`src/rtl/nanbox_sgnj.sv`:
```
module nanbox_sgnj #(
  parameter int FLEN  = 64,
  parameter int SLEN  = 32,
  parameter int EXP_W = 8
) (
  input  logic            clk,
  input  logic            rst,
  input  logic            in_valid,
  input  logic [1:0]      op_sel,
  input  logic [FLEN-1:0] src_a,
  input  logic [FLEN-1:0] src_b,
  output logic            out_valid,
  output logic [FLEN-1:0] out_data,
  output logic            fs_dirty
);
  localparam int BOX_W = FLEN - SLEN;
  localparam int SGN   = SLEN - 1;
  localparam logic [SLEN-1:0] QNAN =
    {1'b0, {EXP_W{1'b1}}, 1'b1, {(SLEN-EXP_W-2){1'b0}}};

  function automatic logic [SLEN-1:0] unbox(input logic [FLEN-1:0] v);
    return (&v[FLEN-1:SLEN]) ? v[SLEN-1:0] : QNAN;
  endfunction

  logic [SLEN-1:0] a_n, b_n;
  logic            sgn;
  logic            take;

  assign a_n  = unbox(src_a);
  assign b_n  = unbox(src_b);
  assign take = in_valid && (op_sel != 2'b11);

  always_comb begin
    case (op_sel)
      2'b00:   sgn = b_n[SGN];
      2'b01:   sgn = ~b_n[SGN];
      2'b10:   sgn = a_n[SGN] ^ b_n[SGN];
      default: sgn = a_n[SGN];
    endcase
  end

  always_ff @(posedge clk) begin
    if (rst) begin
      out_valid <= 1'b0;
      fs_dirty  <= 1'b0;
      out_data  <= '0;
    end else begin
      out_valid <= take;
      fs_dirty  <= take;
      if (take)
        out_data <= {{BOX_W{1'b1}}, sgn, a_n[SGN-1:0]};
    end
  end
endmodule

```
`config.mk`:
```
export PLATFORM = sky130hd
export DESIGN_NAME = nanbox_sgnj
export DESIGN_NICKNAME = d
export VERILOG_FILES = /design/src/rtl/nanbox_sgnj.sv
export SDC_FILE = /design/constraint.sdc
export NUM_CORES = 1
export LEC_CHECK = 0
export ABC_AREA = 1
export BUFFER_PORTS_ARGS = -buffer_cell sky130_fd_sc_hd__buf_2
export CORE_AREA = 2 2 78 80
export DETAILED_ROUTE_END_ITERATION = 10
export DIE_AREA = 0 0 80 82
export GPL_TIMING_DRIVEN = 0
export PLACE_DENSITY = 0.87
export SLEW_MARGIN = 20
export SYNTH_ARGS = -nofsm -noshare
export SYNTH_HDL_FRONTEND = slang
export SYNTH_SLANG_ARGS = --single-unit
```
`constraint.sdc`:
```
create_clock -name clk -period 2.87 [get_ports clk]
set_input_delay 0.1435 -clock clk [delete_from_list [all_inputs] [get_ports clk]]
set_output_delay 0.1435 -clock clk [all_outputs]
set_load 0.05 [all_outputs]
```
* Word-level counts from Yosys, hierarchy flattened
Cells that the tools add are included.
** Word-level totals
- Bits in registers :: 34
- Latch bits :: 0
- RAM bits :: 0
- ROM bits :: 0
- Bits of input ports :: 133
- Output and inout bits :: 66
- Memories :: 0
** Operators by class
- Add/subtract/negate cells :: 0
- $mul :: 0
- Divide/modulo/power cells :: 0
- Magnitude comparators :: 0
- Equal/unequal tests :: 3
- Shift-type cells :: 0
- Muxes and demuxes :: 3
- Bitwise logic cells :: 2
- Reductions and logical operators :: 4
** Operators with widths (count)
- 32-bit two-way mux :: 2
- 32-bit AND reduction :: 2
- 1-bit case mux with 3 select lines :: 1
- 2-bit by 1-bit equality test with 1-bit output (second input constant) :: 1
- 2-bit equality test (second input constant) :: 1
- 2-bit logical NOT :: 1
- 2-bit inequality test (second input constant) :: 1
- 1-bit logical AND :: 1
- 1-bit NOT :: 1
- 1-bit XOR :: 1

* Longest topological paths before layout
- Depth after elaboration :: 4
- Mapped depth :: 11
- Mapped depth without buffers :: 11

* Worst setup path before layout
No wires, ideal clock.
- Path kind :: register to output
- From :: reg out_data[32] (netlist name)
- To :: out out_data[33]
- Arrival :: 1463 ps
- Data required time :: 2727 ps
- Setup slack :: 1263 ps
- Cell stages (with the launch flop) :: 2
- Path buffers :: 1
- Cells stage by stage :: dfxtp_1 > buf_4
** RTL lines
- end: declaration :: RTL line 13 : output logic [FLEN-1:0] out_data,
No word-level cell between the ends.

* Worst setup path after layout
- From :: reg out_data[32] (netlist name)
- To :: out out_data[46]
No word-level cell between the ends.

==> metrics <==
hpwl dp 4.53 mm; combinational power share between 30% and 40%; post-synth top area share 37.5%; worst hold path class primary input to flop; Total Nets Final 570; post_cts resized 0; Seq/Total Area, Yosys ~37%; clock net sink count 34; delay-heaviest family, CP flip-flops; CP Capture Type output port; Tot Pwr 1.45 mW; largest net degree at the start of global routing 34; GRT Residual Overflow 0; Hold EP out_data[32]$_SDFFE_PP0P_; DRC violations left 0; Final Cycle Share 65.6%; diodes inserted 0; Leak Pwr ~1.6 nW; Int Pwr ~0.92 mW; worst hold path cell count 2; Slew HR 34.9%; DRT Pass-1 Iters 4; post-CTS setup buffers 0; PwrDens about 510 mW/mm2; Post-Route WL roughly 5.5 mm; commonest non-fill, non-tap cells in the layout buf_2 (171), nand2_1 (70), dfxtp_1 (34); post-synthesis instance total 263; Buf/Inv on CP 2; VDD IR max about 0.3 mV; first-pass GRT wire length 8.45 mm; overall routing resource usage 16.2%; area delta synth->final 57.2%; Ys Warns 0; initial antenna violation count 0; Max Slew Vio Count 0; num ports 199; post-synth top area cell dfxtp_1; GP Congestion 0.794; quantity of I/O buffers inserted on ports 167; Clock Power Share a little under 30%; min cycle time layout 1.88 ns; Synth Register Bits 34; non-filler cells, final 513; TritonCTS Buffers 5; crit-path max cell delay 0.97 ns; r2r endpoint out_data[32]$_SDFFE_PP0P_; RSZ-0062 raised after global routing no; worst r2r src out_data[32]$_SDFFE_PP0P_; reg-to-reg slack, setup 1.63 ns; FP Rows 28; Area contributors post-synth dfxtp_1 (37%), nand2_1 (14%), buf_4 (13%), nor2_1 (6.8%), a21oi_1 (6.1%); Setup CP Type flop to output port; initial drt markers between 40 and 50; status finished, final reports clean; Worst Path Required 2.73 ns; startpoint types flop; Cell variety after synth 18; clk root buf clkbuf_8; part of the power in registers a little over a third; share of layout cells above drive strength 1 50.2%; CTS H-tree lvls 2; core box area 0.00575 mm2; Max Fclk 0.531 GHz; most common cell after layout, fill and taps aside buf_2; TNS Setup 0 ns; Syn Area/Cell 6.90 um2; number of global-route vias before repair 1960; DIE HEIGHT 82 um; Final ANT Viol Nets 0; clock buffer depth 2; Switch Pwr 0.531 mW; Syn Std Cell Area 0.00182 mm2; post-layout util 49.7%; vias roughly 2200; Slowest cell on crit path dfxtp_1; CTS tree yes; syn_nets between 300 and 400; sw frac 36.5%; Fin Clk Skew 0 ns; worst-path cell chain buf_4, buf_2; post-DR wirelength/cell 10.8 um; final setup violation count 0; routed vias/inst 4.31; Initial Util 31.6%; max-cap viol count 0; hold buffers post-CTS 0; reg2reg path depth 2; CP Max Fanout 33; DIE AREA approximately 0.0066 mm2; final hold vios 0; Worst-path clk slew approximately 0.070 ns; CP Depth 2; Worst Max-Slew Pin Slew 0.975 ns; worst skew pair latency between 0.2 and 0.3 ns; dpl cells 505; hold path startpoint rst; Die X around 80 um; arrival time at the worst endpoint 1.74 ns
-- power by group through the flow --
stage	registers, mW	clock network [mW]	logic [mW]
after global placement	0.535	0	0.488
after floorplan	0.644	0	0.239
final	0.526	0.431	0.494
after global routing	0.531	0.462	0.525
after CTS	0.527	0.440	0.497
after detailed placement	0.537	0	0.496
-- worst reg2reg max path, cell delays in order (launching register included) --
cell and delay [ns]:
dfxtp_1 0.97, nor2_1 0.11, nor2_1 0.11
-- sequential cells by signal, summed over array words and instances, names as in the netlist --
register  count
out_data     33
fs_dirty      1
-- final cells by class --
cell class                      count  area, um2
Timing Repair Buffer              167        836
Fill cell                         564       2890
Clock buffer                        5       68.8
Clock inverter                      3       40.0
Tap cell                           75       93.8
Buffer                             45        332
Multi-Input combinational cell    165        731
Inverter                           19       72.6
Sequential cell                    34        681
-- per-stage QoR --
step	hold slack [ns]	setup WS (ns)	instance area [um2]
after CTS	0.0652	0.948	2850
final	0.0698	0.986	2850
after detailed placement	0.368	1.26	2750
after global routing	0.0697	0.854	2850
after floorplan	0.216	1.26	1820
after global placement	0.364	1.37	2750
-- cells by family (layout without fill, tap and decap cells) --
kind of cell    Yosys count  count (layout)  synth area share, %
compound gates           54              54                 16.3
buf+inv                  64             239                 22.3
flops                    34              34                 37.5
simple gates            111             111                 23.9
-- metal layers --
metal	part of all wire (%)	up-vias	global-route usage (%)
li1	-	1150	-
met1	44	945	18.2
met2	46	108	29.5
met3	9.0	6	4.95
met4	0.79	0	4.75
met5	0	-	0
-- cells in the mapped netlist --
library cell,number
inv_1,16
o21ai_1,9
o21ai_2,1
buf_2,4
clkbuf_1,4
dfxtp_1,34
nand2_1,70
o211ai_1,9
buf_6,5
inv_2,2
buf_4,32
nand3_1,3
clkinv_2,1
nor2_1,33
nand3b_1,1
o21ai_0,13
nand4_1,4
a21oi_1,22
-- worst max-delay path by stage --
stage	from	end	slack, ns
2_1_floorplan	out_data[32]$_SDFFE_PP0P_	out_data[33]	1.26
3_3_place_gp	out_data[32]$_SDFFE_PP0P_	out_data[51]	1.37
3_5_place_dp	out_data[32]$_SDFFE_PP0P_	out_data[49]	1.26
4_1_cts	out_data[32]$_SDFFE_PP0P_	out_data[49]	0.95
5_1_grt	out_data[32]$_SDFFE_PP0P_	out_data[47]	0.85
6_report	out_data[32]$_SDFFE_PP0P_	out_data[46]	0.99
No activity file was read; power rests on OpenSTA's default activity.
